## src/rtl/wrep_pkg.sv

```systemverilog
package wrep_pkg;

    typedef enum logic [1:0] {
        PH_FREE = 2'd0,
        PH_REPL = 2'd1,
        PH_WAIT = 2'd2,
        PH_VAL  = 2'd3
    } wrep_phase_e;

    typedef enum logic {
        KIND_REPL = 1'b0,
        KIND_VAL  = 1'b1
    } wrep_kind_e;

    function automatic int unsigned idx_bits(input int unsigned n);
        return (n <= 2) ? 1 : $clog2(n);
    endfunction

endpackage

```

## src/rtl/wrep_replica_sel.sv

```systemverilog
module wrep_replica_sel
    import wrep_pkg::*;
#(
    parameter int unsigned NODES    = 8,
    parameter int unsigned SELF_ID  = 0,
    parameter int unsigned NUM_REPL = 2,
    parameter int unsigned ADDR_W   = 40,
    localparam int unsigned NODE_W  = $clog2(NODES)
)(
    input  logic [ADDR_W-1:0]                line_addr,
    output logic [NUM_REPL-1:0][NODE_W-1:0] reps
);
    logic [NODE_W-1:0] base;
    logic [NODE_W-1:0] self_off;

    assign base     = line_addr[NODE_W-1:0] ^ line_addr[2*NODE_W-1:NODE_W];
    assign self_off = NODE_W'(SELF_ID) - base;

    // candidate k is base+k; every candidate at or past the requester moves up by one
    for (genvar k = 0; k < NUM_REPL; k++) begin : g_rep
        assign reps[k] = base + NODE_W'(k) + ((self_off <= NODE_W'(k)) ? NODE_W'(1) : NODE_W'(0));
    end
endmodule

```

## src/rtl/wrep_slot.sv

```systemverilog
module wrep_slot
    import wrep_pkg::*;
#(
    parameter int unsigned NODES    = 8,
    parameter int unsigned NUM_REPL = 2,
    parameter int unsigned TS_W     = 8,
    parameter int unsigned ADDR_W   = 40,
    parameter int unsigned DATA_W   = 64,
    localparam int unsigned NODE_W  = $clog2(NODES),
    localparam int unsigned IDX_W   = idx_bits(NUM_REPL)
)(
    input  logic                             clk,
    input  logic                             rst,
    input  logic                             alloc,
    input  logic [TS_W-1:0]                  alloc_ts,
    input  logic [ADDR_W-1:0]                alloc_addr,
    input  logic [DATA_W-1:0]                alloc_data,
    input  logic [NUM_REPL-1:0][NODE_W-1:0]  alloc_reps,
    input  logic                             fire,
    input  logic                             ack_valid,
    input  logic [NODE_W-1:0]                ack_src,
    input  logic [TS_W-1:0]                  ack_ts,
    output wrep_phase_e                      phase,
    output logic [IDX_W-1:0]                 idx,
    output logic [TS_W-1:0]                  ts,
    output logic [ADDR_W-1:0]                addr,
    output logic [DATA_W-1:0]                data,
    output logic [NUM_REPL-1:0][NODE_W-1:0]  reps
);
    localparam logic [IDX_W-1:0] LAST = IDX_W'(NUM_REPL - 1);

    logic [NUM_REPL-1:0] mask;
    logic [NUM_REPL-1:0] hit;

    // an acknowledgment counts only for a replica whose replicate message has left
    for (genvar k = 0; k < NUM_REPL; k++) begin : g_hit
        assign hit[k] = ack_valid && (ack_ts == ts) && (ack_src == reps[k]) &&
                        ((phase == PH_WAIT) || ((phase == PH_REPL) && (IDX_W'(k) < idx)));
    end

    always_ff @(posedge clk) begin
        if (rst) begin
            phase <= PH_FREE;
            idx   <= '0;
            mask  <= '0;
            ts    <= '0;
            addr  <= '0;
            data  <= '0;
            reps  <= '0;
        end else if (alloc) begin
            phase <= PH_REPL;
            idx   <= '0;
            mask  <= '0;
            ts    <= alloc_ts;
            addr  <= alloc_addr;
            data  <= alloc_data;
            reps  <= alloc_reps;
        end else begin
            unique case (phase)
                PH_REPL: begin
                    mask <= mask | hit;
                    if (fire) begin
                        if (idx == LAST) begin
                            phase <= PH_WAIT;
                            idx   <= '0;
                        end else begin
                            idx <= idx + IDX_W'(1);
                        end
                    end
                end
                PH_WAIT: begin
                    mask <= mask | hit;
                    if (&mask) phase <= PH_VAL;
                end
                PH_VAL: begin
                    if (fire) begin
                        if (idx == LAST) begin
                            phase <= PH_FREE;
                            idx   <= '0;
                        end else begin
                            idx <= idx + IDX_W'(1);
                        end
                    end
                end
                default: ;
            endcase
        end
    end
endmodule

```

## src/rtl/wrep_arbiter.sv

```systemverilog
module wrep_arbiter
    import wrep_pkg::*;
#(
    parameter int unsigned N = 4,
    localparam int unsigned W = idx_bits(N)
)(
    input  logic         clk,
    input  logic         rst,
    input  logic [N-1:0] req,
    input  logic         take,
    output logic         gnt_any,
    output logic [W-1:0] gnt_idx
);
    logic         locked;
    logic [W-1:0] lock_idx;
    logic         pick_any;
    logic [W-1:0] pick;

    always_comb begin
        pick_any = 1'b0;
        pick     = '0;
        for (int s = N - 1; s >= 0; s--) begin
            if (req[s]) begin
                pick_any = 1'b1;
                pick     = W'(s);
            end
        end
    end

    assign gnt_any = locked | pick_any;
    assign gnt_idx = locked ? lock_idx : pick;

    always_ff @(posedge clk) begin
        if (rst) begin
            locked   <= 1'b0;
            lock_idx <= '0;
        end else begin
            locked   <= gnt_any && !take;
            lock_idx <= gnt_idx;
        end
    end
endmodule

```

## src/rtl/wrep_requester.sv

```systemverilog
module wrep_requester
    import wrep_pkg::*;
#(
    parameter int unsigned NODES    = 8,
    parameter int unsigned SELF_ID  = 0,
    parameter int unsigned NUM_REPL = 2,
    parameter int unsigned SLOTS    = 4,
    parameter int unsigned TS_W     = 8,
    parameter int unsigned ADDR_W   = 40,
    parameter int unsigned DATA_W   = 64,
    localparam int unsigned NODE_W  = $clog2(NODES)
)(
    input  logic              clk,
    input  logic              rst,
    input  logic              wr_valid,
    output logic              wr_ready,
    input  logic [ADDR_W-1:0] wr_addr,
    input  logic [DATA_W-1:0] wr_data,
    output logic              msg_valid,
    input  logic              msg_ready,
    output logic              msg_kind,
    output logic [NODE_W-1:0] msg_dest,
    output logic [NODE_W-1:0] msg_src,
    output logic [TS_W-1:0]   msg_ts,
    output logic [ADDR_W-1:0] msg_addr,
    output logic [DATA_W-1:0] msg_data,
    input  logic              ack_valid,
    input  logic [NODE_W-1:0] ack_src,
    input  logic [TS_W-1:0]   ack_ts,
    output logic              done_valid,
    output logic [TS_W-1:0]   done_ts
);
    localparam int unsigned SLOT_W = idx_bits(SLOTS);
    localparam int unsigned IDX_W  = idx_bits(NUM_REPL);
    localparam logic [IDX_W-1:0] LAST = IDX_W'(NUM_REPL - 1);

    typedef logic [NUM_REPL-1:0][NODE_W-1:0] rep_set_t;

    wrep_phase_e       s_phase [SLOTS];
    logic [IDX_W-1:0]  s_idx   [SLOTS];
    logic [TS_W-1:0]   s_ts    [SLOTS];
    logic [ADDR_W-1:0] s_addr  [SLOTS];
    logic [DATA_W-1:0] s_data  [SLOTS];
    rep_set_t          s_reps  [SLOTS];
    logic [SLOTS-1:0]  s_req;

    rep_set_t          new_reps;
    logic [TS_W-1:0]   ts_ctr;
    logic              free_any;
    logic [SLOT_W-1:0] free_idx;
    logic              accept;
    logic              gnt_any;
    logic [SLOT_W-1:0] gnt_idx;
    logic              fire;
    logic              fin;

    wrep_phase_e       g_phase;
    logic [IDX_W-1:0]  g_idx;
    rep_set_t          g_reps;

    wrep_replica_sel #(
        .NODES(NODES), .SELF_ID(SELF_ID), .NUM_REPL(NUM_REPL), .ADDR_W(ADDR_W)
    ) u_sel (
        .line_addr(wr_addr),
        .reps     (new_reps)
    );

    always_comb begin
        free_any = 1'b0;
        free_idx = '0;
        for (int s = SLOTS - 1; s >= 0; s--) begin
            if (s_phase[s] == PH_FREE) begin
                free_any = 1'b1;
                free_idx = SLOT_W'(s);
            end
        end
    end

    assign wr_ready = free_any;
    assign accept   = wr_valid && free_any;
    assign fire     = gnt_any && msg_ready;

    always_ff @(posedge clk) begin
        if (rst)         ts_ctr <= '0;
        else if (accept) ts_ctr <= ts_ctr + TS_W'(1);
    end

    for (genvar s = 0; s < SLOTS; s++) begin : g_slot
        assign s_req[s] = (s_phase[s] == PH_REPL) || (s_phase[s] == PH_VAL);

        wrep_slot #(
            .NODES(NODES), .NUM_REPL(NUM_REPL), .TS_W(TS_W),
            .ADDR_W(ADDR_W), .DATA_W(DATA_W)
        ) u_slot (
            .clk       (clk),
            .rst       (rst),
            .alloc     (accept && (free_idx == SLOT_W'(s))),
            .alloc_ts  (ts_ctr),
            .alloc_addr(wr_addr),
            .alloc_data(wr_data),
            .alloc_reps(new_reps),
            .fire      (fire && (gnt_idx == SLOT_W'(s))),
            .ack_valid (ack_valid),
            .ack_src   (ack_src),
            .ack_ts    (ack_ts),
            .phase     (s_phase[s]),
            .idx       (s_idx[s]),
            .ts        (s_ts[s]),
            .addr      (s_addr[s]),
            .data      (s_data[s]),
            .reps      (s_reps[s])
        );
    end

    wrep_arbiter #(.N(SLOTS)) u_arb (
        .clk    (clk),
        .rst    (rst),
        .req    (s_req),
        .take   (msg_ready),
        .gnt_any(gnt_any),
        .gnt_idx(gnt_idx)
    );

    always_comb begin
        g_phase  = PH_FREE;
        g_idx    = '0;
        g_reps   = '0;
        msg_ts   = '0;
        msg_addr = '0;
        msg_data = '0;
        for (int s = 0; s < SLOTS; s++) begin
            if (gnt_idx == SLOT_W'(s)) begin
                g_phase  = s_phase[s];
                g_idx    = s_idx[s];
                g_reps   = s_reps[s];
                msg_ts   = s_ts[s];
                msg_addr = s_addr[s];
                msg_data = s_data[s];
            end
        end
        msg_dest = '0;
        for (int k = 0; k < NUM_REPL; k++) begin
            if (g_idx == IDX_W'(k)) msg_dest = g_reps[k];
        end
    end

    assign msg_valid = gnt_any;
    assign msg_kind  = (g_phase == PH_VAL) ? KIND_VAL : KIND_REPL;
    assign msg_src   = NODE_W'(SELF_ID);
    assign fin       = fire && (g_phase == PH_VAL) && (g_idx == LAST);

    always_ff @(posedge clk) begin
        if (rst) begin
            done_valid <= 1'b0;
            done_ts    <= '0;
        end else begin
            done_valid <= fin;
            if (fin) done_ts <= msg_ts;
        end
    end
endmodule

```

## config.mk

```make
export PLATFORM = sky130hd
export DESIGN_NAME = wrep_requester
export DESIGN_NICKNAME = d
export VERILOG_FILES = /design/src/rtl/wrep_pkg.sv /design/src/rtl/wrep_replica_sel.sv /design/src/rtl/wrep_slot.sv /design/src/rtl/wrep_arbiter.sv /design/src/rtl/wrep_requester.sv
export SDC_FILE = /design/constraint.sdc
export NUM_CORES = 1
export LEC_CHECK = 0
export ABC_AREA = 1
export BUFFER_PORTS_ARGS = -buffer_cell sky130_fd_sc_hd__buf_2
export CAP_MARGIN = 10
export CORE_ASPECT_RATIO = 1.1
export CORE_MARGIN = 2
export CORE_UTILIZATION = 61
export CTS_BUF_LIST = sky130_fd_sc_hd__clkbuf_8
export DETAILED_ROUTE_END_ITERATION = 6
export PLACE_DENSITY = 0.83
export SLEW_MARGIN = 20
export SYNTH_ARGS = -nofsm -noshare
export SYNTH_HDL_FRONTEND = slang
export SYNTH_HIERARCHICAL = 1
export SYNTH_SLANG_ARGS = --single-unit
```

## constraint.sdc

```tcl
create_clock -name clk -period 2.2 [get_ports clk]
set_input_delay 0.33 -clock clk [delete_from_list [all_inputs] [get_ports clk]]
set_output_delay 0.33 -clock clk [all_outputs]
set_load 0.02 [all_outputs]
```

==> impl_metrics.json <==
{
  "outcome": "complete, but fails checks",
  "violations": "negative setup slack",
  "place_congestion": 0.882,
  "die-area_sq_um": 38700,
  "yosysWarnings": 6,
  "synthXorXnorAreaFrac_pct": 0.696,
  "drive_above_1_share_pct": 17.3,
  "end_kind": "primary output",
  "slowest_delay_ns": 0.35,
  "first_pass_iters": 7,
  "yosys.area.top_type": "dfxtp_1",
  "final-max-slew-violation-count": 0,
  "finalSetupTns_ns": -67.21,
  "synthSimpleGateAreaFrac_pct": 31.6,
  "setup_viol": 133,
  "post-place-cells": 3930,
  "criticalPathCategory": "reg2out",
  "netlist.area_leader.share_pct": 45.2,
  "grt_overflow": 0,
  "layout_commonest_cell": "nor2_1",
  "rsz0062_at_grt": "true",
  "min_path_type": "in2reg",
  "dp_hpwl_mm": 43.1,
  "fin_crit_ns": 2.86,
  "cts_buffers": 83,
  "yosysSeqAreaShare_pct": 45.2,
  "cts_buffer_depth": 3,
  "synth.area.top_cells": "dfxtp_1, nor2_1, nand2_1",
  "syn_avg_cell_area_sq_um": 6.85,
  "port_buffers": 246,
  "fin_nets": 3837,
  "grt_max_degree": 99,
  "synth_enable_flop_cells": 0,
  "most-common-layout-cells": "nor2_1, nand2_1, dfxtp_1",
  "tightest_slew_ns": 0.597,
  "die_x_microns": 188,
  "worstSetupStartpointType": "register",
  "cts_sinks": 512,
  "peakVddDrop_mv": 0.887,
  "async_flop_share_pct": 0,
  "initial_utilization_pct": 61.5,
  "crit_path_max_fanout": 8,
  "slew_headroom_pct": 60.2,
  "clk-insertion-delay-late_ns": 0.66,
  "root_buffer": "clkbuf_8",
  "ys_types": 34,
  "power_density_nw_per_um2": 1440,
  "dr.first_iter.drc_count": 3641,
  "routed_wl_mm": 84.2,
  "drc": 0,
  "cap_violations": 0,
  "vias": 25700,
  "core-area_sq_um": 36900,
  "syn-cell-area_sq_um": 22700,
  "slowest_stage": "dfxtp_1",
  "wire_per_inst_microns": 19.8,
  "fmax_mhz": 349,
  "grt_usage_pct": 39.0,
  "cts_tree": "built",
  "synth_ff_type": "dfxtp_1",
  "clock_skew_ns": 0.0256,
  "cp_num_buf_inv": 4,
  "vias_per_cell": 6.03,
  "clk_pin_slew_worst_paths_ns": 0.07,
  "ant_nets": 0,
  "antenna_found_initial": 7,
  "path_delay_family": "simple AND/OR/NAND/NOR gates",
  "htreeDepth": 3,
  "synth_top_family_by_area": "simple AND/OR/NAND/NOR gates",
  "area_delta_synth_final_pct": 29.4,
  "grt_pass1_vias": 24800,
  "fin_cells": 4261,
  "synth-compound-area-share_pct": 13.1,
  "setup_slack_ns": -0.663,
  "synthCells": 3310,
  "crit_chain": "inv_2 > nand2_2 > nand2_2 > nand2_4 > nor2_4 > buf_4 > buf_12 > nand2_1 > nand3_2 > o21ai_2 > o21ai_2 > buf_6",
  "grt_first_pass_wirelength_mm": 122,
  "fp-row-count": 74,
  "synth_mux_area_share_pct": 0,
  "hold_viol": 0,
  "leakagePower_uw": 0.0136,
  "crit_required_ns": 1.87,
  "ys_seq_elements": 512,
  "fp.dieH_microns": 206,
  "ioPinCount": 250,
  "post-route-period-util_pct": 130,
  "yosys.area_share.adder_pct": 1.05,
  "critPathArrivalTime_ns": 2.53
}
-- per-layer routing --
metal	GRT usage, %	wire length (microns)	up-vias
met5	0	16	-
met4	24.7	4960	2
met3	8.97	10700	482
met2	64.5	38600	2069
met1	46.0	29900	11800
li1	-	-	11300
-- layout make-up --
type	instances	area, sq um
Timing Repair Buffer	513	5110
Fill cell	2311	7520
Sequential cell	512	10300
Inverter	168	666
Antenna cell	9	22.5
Multi-Input combinational cell	2420	10900
Clock inverter	32	201
Clock buffer	113	1560
Tap cell	494	618
-- tightest hold or removal path: cells and delay by family --
family | cells | cell delay (ns)
buf+inv | 1 | 0.15
simple gates | 2 | 0.14
-- cell usage after synthesis, types with 5 or more instances --
cell type	n
a21oi_1	77
inv_1	155
buf_2	41
ha_1	19
nand2_2	5
xor2_1	9
nand4_1	116
o21ai_0	457
nand2_1	686
dfxtp_1	512
xnor2_1	9
o21ai_1	37
buf_4	52
clkbuf_1	92
nor2_1	936
nand3_1	32
inv_2	12
buf_6	27
nor3_1	8
-- report_power, final --
group	switching (uW)	internal, uW	leakage, uW
clock	3920	4790	0.000974
sequential	1360	11500	0.00418
combinational	12300	8300	0.00843
-- cells by family (layout without fill, tap and decap cells) --
kind of cell	after synthesis	after routing
adders and majority gates	19	19
xor gates and xnor gates	18	18
AOI/OAI and AO/OA	585	585
buffers and inverters	381	826
other	1	12
DFF	512	512
and+or+nand+nor	1794	1795
-- timing repair --
action                                  in CTS  in global routing
hold endpoints to repair                   393                  0
setup buffers                               31                 28
pin swaps                                   19                 52
gates resized for setup                    175                164
hold buffers                               100                  0
endpoints found under the setup margin     146                558
gates cloned                                 9                 13
-- flip-flops by register name, summed over array words and instances, names as in the netlist --
register	count
g_slot.u_slot/idx	4
done_ts	8
g_slot.u_slot/reps	24
g_slot.u_slot/phase	8
done_valid	1
u_arb/locked	1
ts_ctr	8
g_slot.u_slot/mask	8
g_slot.u_slot/addr	160
g_slot.u_slot/ts	32
g_slot.u_slot/data	256
u_arb/lock_idx	2
-- final timing paths --
check                                               start                       end  slack (ns)  cells after the start
worst max register to register  g_slot[0].u_slot/phase[0]                done_ts[4]       -0.47                     21
worst max-delay path            g_slot[1].u_slot/phase[0]               msg_dest[0]       -0.66                     12
worst min-delay path                           wr_addr[5]  g_slot[0].u_slot/addr[5]        0.01                      3
worst min register to register   g_slot[2].u_slot/mask[0]  g_slot[2].u_slot/mask[0]        0.45                      2
-- through the flow --
stage / instance area, sq um / utilization (%) / total power (uW) / setup WS, ns / hold WS, ns
2_1_floorplan: 22700 / - / 21900 / 0.0137 / 0.392
3_3_place_gp: 24500 / 66.5 / 27200 / -0.0605 / 0.435
3_5_place_dp: 24500 / 66.5 / 27700 / -0.124 / 0.443
4_1_cts: 28300 / 76.8 / 39000 / -0.534 / 0.000164
5_1_grt: 29300 / 79.6 / 43700 / -0.706 / 0.0312
6_report: 29300 / 79.6 / 42200 / -0.663 / 0.00982
No activity file was read; power rests on OpenSTA's default activity.
